### config.mk
export PLATFORM = sky130hd
export DESIGN_NAME = vtx_reuse_cache
export DESIGN_NICKNAME = d
export VERILOG_FILES = /design/src/rtl/vtx_reuse_cache.sv
export SDC_FILE = /design/constraint.sdc
export NUM_CORES = 2
export LEC_CHECK = 0
export BUFFER_PORTS_ARGS = -buffer_cell sky130_fd_sc_hd__buf_2
export CAP_MARGIN = 10
export CORE_UTILIZATION = 35
export CTS_CLUSTER_SIZE = 25
export DETAILED_ROUTE_END_ITERATION = 10
export HOLD_SLACK_MARGIN = 0.05
export MAX_ROUTING_LAYER = met4
export PLACE_DENSITY = 0.46
export SLEW_MARGIN = 15
export SYNTH_ARGS = -nofsm -noshare
export SYNTH_HDL_FRONTEND = slang
export SYNTH_SLANG_ARGS = --single-unit
export TNS_END_PERCENT = 1
### constraint.sdc
create_clock -name clk -period 4.9 [get_ports clk]
set_input_delay 0.245 -clock clk [delete_from_list [all_inputs] [get_ports clk]]
set_output_delay 0.245 -clock clk [all_outputs]
set_load 0.01 [all_outputs]
### src/rtl/vtx_reuse_cache.sv
module vtx_reuse_cache #(
  parameter int IDX_W  = 16,
  parameter int DATA_W = 32,
  parameter int DEPTH  = 32,
  parameter int CNT_W  = 16,
  parameter int ADDR_W = 32
) (
  input  logic              clk,
  input  logic              rst_n,
  input  logic              start,
  input  logic              idx_mode,
  input  logic              wide_idx,
  input  logic [CNT_W-1:0]  vtx_count,
  input  logic [IDX_W-1:0]  vtx_offset,
  input  logic [ADDR_W-1:0] idx_base,
  output logic              busy,
  output logic              done,
  output logic              ifetch_req,
  output logic [ADDR_W-1:0] ifetch_addr,
  input  logic              ifetch_ack,
  input  logic [15:0]       ifetch_data,
  output logic              sh_req_valid,
  input  logic              sh_req_ready,
  output logic [IDX_W-1:0]  sh_req_index,
  input  logic              sh_rsp_valid,
  input  logic [DATA_W-1:0] sh_rsp_data,
  output logic              out_valid,
  input  logic              out_ready,
  output logic [IDX_W-1:0]  out_index,
  output logic [DATA_W-1:0] out_data,
  output logic              out_hit
);
  localparam int PTR_W = (DEPTH > 1) ? $clog2(DEPTH) : 1;

  typedef enum logic [2:0] {S_IDLE, S_FETCH, S_LOOK, S_SHADE, S_WAIT, S_EMIT} state_t;

  state_t            state;
  logic              mode_q, wide_q;
  logic [CNT_W-1:0]  count_q, cnt;
  logic [ADDR_W-1:0] addr;
  logic [IDX_W-1:0]  cur_idx;
  logic [DATA_W-1:0] cur_data;
  logic              cur_hit;
  logic [PTR_W-1:0]  ptr;

  logic [DEPTH-1:0]  val;
  logic [IDX_W-1:0]  tag [DEPTH];
  logic [DATA_W-1:0] rec [DEPTH];

  logic              hit;
  logic [PTR_W-1:0]  hit_slot;
  logic [IDX_W-1:0]  fetched;
  logic              last;
  logic              fill;

  always_comb begin
    hit = 1'b0;
    hit_slot = '0;
    for (int i = DEPTH - 1; i >= 0; i--) begin
      if (val[i] && tag[i] == cur_idx) begin
        hit = 1'b1;
        hit_slot = PTR_W'(i);
      end
    end
  end

  assign fetched = wide_q ? IDX_W'(ifetch_data) : IDX_W'(ifetch_data[7:0]);
  assign last    = (cnt == count_q - 1'b1);
  assign fill    = (state == S_WAIT) && sh_rsp_valid && mode_q;

  assign busy         = (state != S_IDLE);
  assign ifetch_req   = (state == S_FETCH);
  assign ifetch_addr  = addr;
  assign sh_req_valid = (state == S_SHADE);
  assign sh_req_index = cur_idx;
  assign out_valid    = (state == S_EMIT);
  assign out_index    = cur_idx;
  assign out_data     = cur_data;
  assign out_hit      = cur_hit;

  always_ff @(posedge clk or negedge rst_n) begin
    if (!rst_n) begin
      state    <= S_IDLE;
      mode_q   <= 1'b0;
      wide_q   <= 1'b0;
      count_q  <= '0;
      cnt      <= '0;
      addr     <= '0;
      cur_idx  <= '0;
      cur_data <= '0;
      cur_hit  <= 1'b0;
      ptr      <= '0;
      val      <= '0;
      done     <= 1'b0;
    end else begin
      done <= 1'b0;
      case (state)
        S_IDLE: begin
          if (start) begin
            mode_q  <= idx_mode;
            wide_q  <= wide_idx;
            count_q <= vtx_count;
            cnt     <= '0;
            addr    <= idx_base;
            cur_idx <= vtx_offset;
            cur_hit <= 1'b0;
            ptr     <= '0;
            val     <= '0;
            if (vtx_count == '0) done <= 1'b1;
            else state <= idx_mode ? S_FETCH : S_SHADE;
          end
        end
        S_FETCH: begin
          if (ifetch_ack) begin
            cur_idx <= fetched;
            state   <= S_LOOK;
          end
        end
        S_LOOK: begin
          if (hit) begin
            cur_data <= rec[hit_slot];
            cur_hit  <= 1'b1;
            state    <= S_EMIT;
          end else begin
            state <= S_SHADE;
          end
        end
        S_SHADE: begin
          if (sh_req_ready) state <= S_WAIT;
        end
        S_WAIT: begin
          if (sh_rsp_valid) begin
            cur_data <= sh_rsp_data;
            cur_hit  <= 1'b0;
            state    <= S_EMIT;
            if (mode_q) begin
              val[ptr] <= 1'b1;
              ptr      <= (ptr == PTR_W'(DEPTH - 1)) ? '0 : ptr + 1'b1;
            end
          end
        end
        S_EMIT: begin
          if (out_ready) begin
            if (last) begin
              state <= S_IDLE;
              done  <= 1'b1;
            end else begin
              cnt  <= cnt + 1'b1;
              addr <= addr + (wide_q ? ADDR_W'(2) : ADDR_W'(1));
              if (mode_q) begin
                state <= S_FETCH;
              end else begin
                cur_idx <= cur_idx + 1'b1;
                state   <= S_SHADE;
              end
            end
          end
        end
        default: state <= S_IDLE;
      endcase
    end
  end

  always_ff @(posedge clk) begin
    if (fill) begin
      tag[ptr] <= cur_idx;
      rec[ptr] <= sh_rsp_data;
    end
  end
endmodule


# After elaboration in Yosys (flattened, before gate mapping)
# Memories as Yosys holds them, arrays and structs flattened.
# Cells that the tools add are included.
dict set report op_classes {
  n_mux 116
  addsub 5
  n_reduce_logical 50
  mul 0
  n_lt_le_gt_ge 2
  div 0
  n_eq_ne 49
  bitwise 1
  n_shift 0
}
# operator count
set op_table {}
lappend op_table {{$eq A16 B16 Y1} 33}
lappend op_table {{$mux W32} 8}
lappend op_table {{$pmux W32 S2} 3}
lappend op_table {{$mux W5} 36}
lappend op_table {{$mux W16} 9}
lappend op_table {{$pmux W16 S3} 1}
lappend op_table {{$mux W1} 42}
lappend op_table {{$logic_and A1 B1 Y1} 35}
lappend op_table {{$add A16 B1 Y16 const B} 2}
lappend op_table {{$add A32 B2 Y32} 1}
lappend op_table {{$or A32 B32 Y32} 1}
lappend op_table {{$pmux W16 S2} 1}
lappend op_table {{$mux W3} 7}
lappend op_table {{$pmux W3 S6} 1}
lappend op_table {{$logic_not A16 Y1} 1}
lappend op_table {{$sub A16 B1 Y16 const B} 1}
lappend op_table {{$ne A2 B2 Y1 const B} 7}
lappend op_table {{$reduce_and A4 Y1} 3}
lappend op_table {{$reduce_and A6 Y1} 2}
lappend op_table {{$pmux W5 S2} 1}
lappend op_table {{$reduce_bool A3 Y1} 3}
lappend op_table {{$mux W2} 4}
lappend op_table {{$eq A3 B2 Y1 const B} 2}
lappend op_table {{$eq A3 B3 Y1 const B} 2}
lappend op_table {{13 further kinds} 17}
dict set report totals {
  latchBits 0
  romBits 0
  mem_count 2
  word_cells 237
  ff_bits 156
  ramBits 1536
  inputBits 121
}
# name words word_bits rd rd_ports_with_merged_regs wr line
set memory_table {}
lappend memory_table {rec 32 32 1 0 1 48} ;# logic [DATA_W-1:0] rec [DEPTH];
lappend memory_table {tag 32 16 32 0 1 47} ;# logic [IDX_W-1:0] tag [DEPTH];

# Logic depth before layout (Yosys ltp)
# An unclocked memory read counts as a cell.
dict set report depth {
  ltp_word 38
  ltp_mapped 20
}

# Least setup slack after synthesis
# Ideal clock, no wire load.
dict set report synth_path {
  kind {reg2reg}
  from {register cur_idx[12], in the netlist out_index[12]}
  to {register cur_data[15], in the netlist out_data[15]}
  slack_ps 407
  t_arrival_ps 4368
  period_less_slack_ps 4493
  stages_incl_launch_ff 16
  n_path_buf 4
  required_time_ps 4775
  path_cell_list {dfrtp_1 > buf_2 > buf_2 > buf_2 > xor2_1 > nor4b_1 > nor4bb_1 > or2_1 > or3_1 > a31oi_1 > o41ai_2 > buf_4 > mux4_2 > mux2_2 > a21oi_1 > o21ai_1}
}
dict set report synth_via {
  elab_chain_cells 37
  word_cells_on_any_way 133
}
# element line
set synth_rtl {}
lappend synth_rtl {{from (decl)} 41} ;# logic [IDX_W-1:0] cur_idx;
lappend synth_rtl {{from (signal assigned)} 105} ;# cur_idx <= vtx_offset;
lappend synth_rtl {{from (signal assigned)} 115} ;# cur_idx <= fetched;
lappend synth_rtl {{from (signal assigned)} 153} ;# cur_idx <= cur_idx + 1'b1;
lappend synth_rtl {{$eq A16 B16 Y1} 60} ;# if (val[i] && tag[i] == cur_idx) begin
lappend synth_rtl {{$logic_and A1 B1 Y1} 60}
lappend synth_rtl {{$mux W5 (32 in a row)} 60}
lappend synth_rtl {{$mem_v2 Z32 W32} -}
lappend synth_rtl {{$mux W32} 120} ;# if (hit) begin
lappend synth_rtl {{$pmux W32 S2} 97} ;# case (state)
lappend synth_rtl {{to (signal assigned)} 121} ;# cur_data <= rec[hit_slot];
lappend synth_rtl {{to (signal assigned)} 133} ;# cur_data <= sh_rsp_data;
lappend synth_rtl {{to (decl)} 42} ;# logic [DATA_W-1:0] cur_data;
# Parallel ways exist; a longest one is shown, timed or not. The select of a mux whose other input is x is not followed.
# A chain may end at the register's enable or synchronous reset.

# Worst setup path after layout
dict set report layout_path {
  from {register cur_idx[10], in the netlist out_index[10]}
  to {register cur_data[12], in the netlist out_data[12]}
}
# Same word-level chain as after synthesis.

==> impl_metrics.tcl <==
set metrics [dict create \
    tightest_slew_ns 1.078 \
    outcome "finished, final reports clean" \
    cp_max_fo 13 \
    fin_area_sq_um 89390 \
    clk_pin_slew_ns 0.06 \
    layout_common_cells "1,536 x edfxtp_1, 434 x mux2i_1, 348 x xor2_1, 285 x buf_4, 224 x nand2_1" \
    first_global_vias 45480 \
    synthesis.area_sq_um 74030 \
    cts_buffers 190 \
    dr.pass1.iters 5 \
    ioPinCount 223 \
    start_util_pct 35.29 \
    end_kind "flop" \
    drtAntennaViolNets 0 \
    postPlaceCellArea_sq_um 81440 \
    die_w_um 461.9 \
    h-tree-depth 4 \
    slowest_stage "dfrtp_4" \
    grt_usage_pct 22.78 \
    required_ns 5.67 \
    critPathTopFamily "buffers and inverters" \
    drive_gt1_share_pct 20.74 \
    met3_length_mm 13.76 \
    synth.avg_cell_area_sq_um 14.91 \
    setup_viol 0 \
    synthToLayoutAreaGrowth_pct 20.76 \
    io_buffer_count 222 \
    hold_start "vtx_offset[0]" \
    met2_length_mm 111.5 \
    synth-edff-count 1536 \
    root_buffer "clkbuf_16" \
    synth_nets 5096 \
    crit_type "reg -> reg" \
    cts_sinks 1692 \
    power.leakage_uw 0.03107 \
    fin_crit_ns 4.850 \
    die_area_sq_um 213400 \
    crit_buf_inv 9 \
    final_common_cell "edfxtp_1" \
    final-seq-area_sq_um 50090 \
    fin_tns_setup_ns 0 \
    num-fill-cells 19220 \
    antenna_found_initial 12 \
    crit_path_start "out_index[10]" \
    slew_viol_final 0 \
    vias 46040 \
    max_stage_delay_ns 0.54 \
    finalHoldViolations 0 \
    ys_seq_elements 1692 \
    rsz0062_at_grt "true" \
    ys_top_cells_by_area "edfxtp_1 62%, mux2i_1 5.9%, dfrtp_1 5.3%" \
    crit_path_cell_trace "buf_4 > buf_4 > xor2_1 > nor4_1 > nand2_1 > nor4_2 > buf_4 > o311ai_2 > buf_4 > a21oi_1 > o211ai_1 > a31oi_1 > buf_4 > o41ai_4 > buf_12 > buf_4 > nor2b_1 > buf_12 > buf_4 > a221oi_1 > a211o_1 > and3_1" \
    fin_crit_sh_pct 98.97 \
    yosys.area.top_type_share_pct 62.31 \
    r2r-start "out_index[10]" \
    dp_hpwl_mm 149.0 \
    vdd_drop_max_mv 0.3793 \
    critPathLaunchType "flop" \
    final_nets 5757 \
    grt_first_pass_wirelength_mm 338.0 \
    routedWlPerCell_um 27.76 \
    yosysWarnings 0 \
    grt_max_degree 100 \
    multi_input_area_sq_um 22920 \
    yosysTopAreaCell "edfxtp_1" \
    clk_latency_ns 0.83 \
    clock.fmax_mhz 206.2 \
    grt-ovfl-total 0 \
    dr.max_layer_used "met4" \
    ys_types 100 \
    relSlewSlack_pct 27.99 \
    met1Wirelength_mm 108.6 \
    wirelength_mm 238.8 \
    finalClockSkew_ns 0.04359 \
    power.density_nw_per_um2 457.6 \
    hold_path_class "in -> reg" \
    viasPerCell 5.351 \
    hold_ws_ns 0.1158 \
    clk_path_buf_depth 3 \
    coreArea_sq_um 209800 \
    drcViolationCount 0 \
    netlist_instances 4964 \
    drt_iter0_drc 4076 \
    finalWeightedCongestion 0.8692 \
    ys_seq_area_share_pct 67.58 \
    row_count 168 \
    async_reset_ff_share_pct 9.220 \
    p_total_uw 40900 \
    worst-endpoint-arrival_ns 5.62 \
    cts_tree "yes" \
    cp_common_cell "buf_4" \
    cap_violations 0 \
    synth_flop_cell "edfxtp_1" \
    die_h_um 461.9 \
]
==> path summary, 6_finish.rpt <==
path / endpoint / slack [ns] / depth (start not counted)
hold / removal: out_index[0] / 0.12 / 3
max in group asynchronous: ifetch_addr[25] / 3.41 / 4
hold reg to reg: val[9] / 0.53 / 2
setup / recovery: out_data[12] / 0.05 / 22
setup reg to reg: out_data[12] / 0.05 / 22
min in group asynchronous: out_data[8] / 0.50 / 3
==> cells in the mapped netlist, types with 86 or more instances <==
cell type / count
xnor2_1: 206
mux2_2: 136
dfrtp_1: 156
mux2i_1: 434
clkbuf_1: 86
nor4_1: 140
xor2_1: 351
o21ai_0: 148
nand2_1: 224
edfxtp_1: 1536
nor2_1: 215
nand4_1: 97
a21oi_1: 169
==> logic make-up (layout without fill, tap and decap cells) <==
group,Yosys count,count (layout),synth area share (%)
AO/OA/AOI/OAI,669,669,6.029
other,0,6,0
flip-flops,1692,1692,67.58
multiplexers,599,599,8.819
buffers and inverters,306,1134,2.446
XOR/XNOR,558,558,6.612
AND/OR/NAND/NOR,1129,1129,8.319
adder cells (fa/ha/maj),11,11,0.1961
==> per-layer routing <==
layer | global-route usage (%) | up-vias
li1 | - | 20570
met1 | 31.14 | 23830
met2 | 35.64 | 1339
met3 | 3.499 | 297
met4 | 5.254 | 0
met5 | - | -
==> stage by stage <==
step / std cells / setup WS [ns] / utilization (%)
after floorplan: 4964 / 0.4067 / -
after global placement: 8106 / -0.2923 / 38.82
after detailed placement: 8106 / -0.3062 / 38.82
after CTS: 8586 / 0.003501 / 42.39
after global routing: 8600 / -0.07870 / 42.61
final: 8603 / 0.05049 / 42.61
==> flip-flops by register name, indices dropped and copies added, names as in the netlist, 3 cells and up <==
signal       count
ptr              5
tag            512
count_q         16
val             32
out_index       16
rec           1024
cnt             16
state            3
out_data        32
ifetch_addr     32
==> area by class of cell <==
cell class                      count  share of cell area (%)
Timing Repair Buffer              731                   7.282
Antenna cell                        6                 0.01680
Clock inverter                    105                   1.216
Multi-Input combinational cell   2966                   25.64
Clock buffer                      254                   5.701
Tap cell                         2805                   3.926
Sequential cell                  1692                   56.03
Inverter                           44                  0.1848
==> report_power, final <==
part	switching (uW)	internal (uW)	total (uW)
clock	6050	8190	14200
sequential	718	16800	17500
combinational	5900	3230	9140
total	12700	28200	40900
==> tightest hold or removal path, cell delays in order <==
cell	delay, ns
buf_2	0.10
a21oi_1	0.13
o21ai_0	0.31
==> repair_timing <==
| item | 4_1_cts | 5_1_grt |
|---|---|---|
| hold buffers | 118 | 0 |
| hold endpoints to repair | 1175 | 0 |
| buffers inserted | 3 | 10 |
| resized for setup | 13 | 61 |
| pin swaps | 2 | 6 |
| endpoints found under the setup margin | 30 | 32 |
No activity file was read; power rests on OpenSTA's default activity.
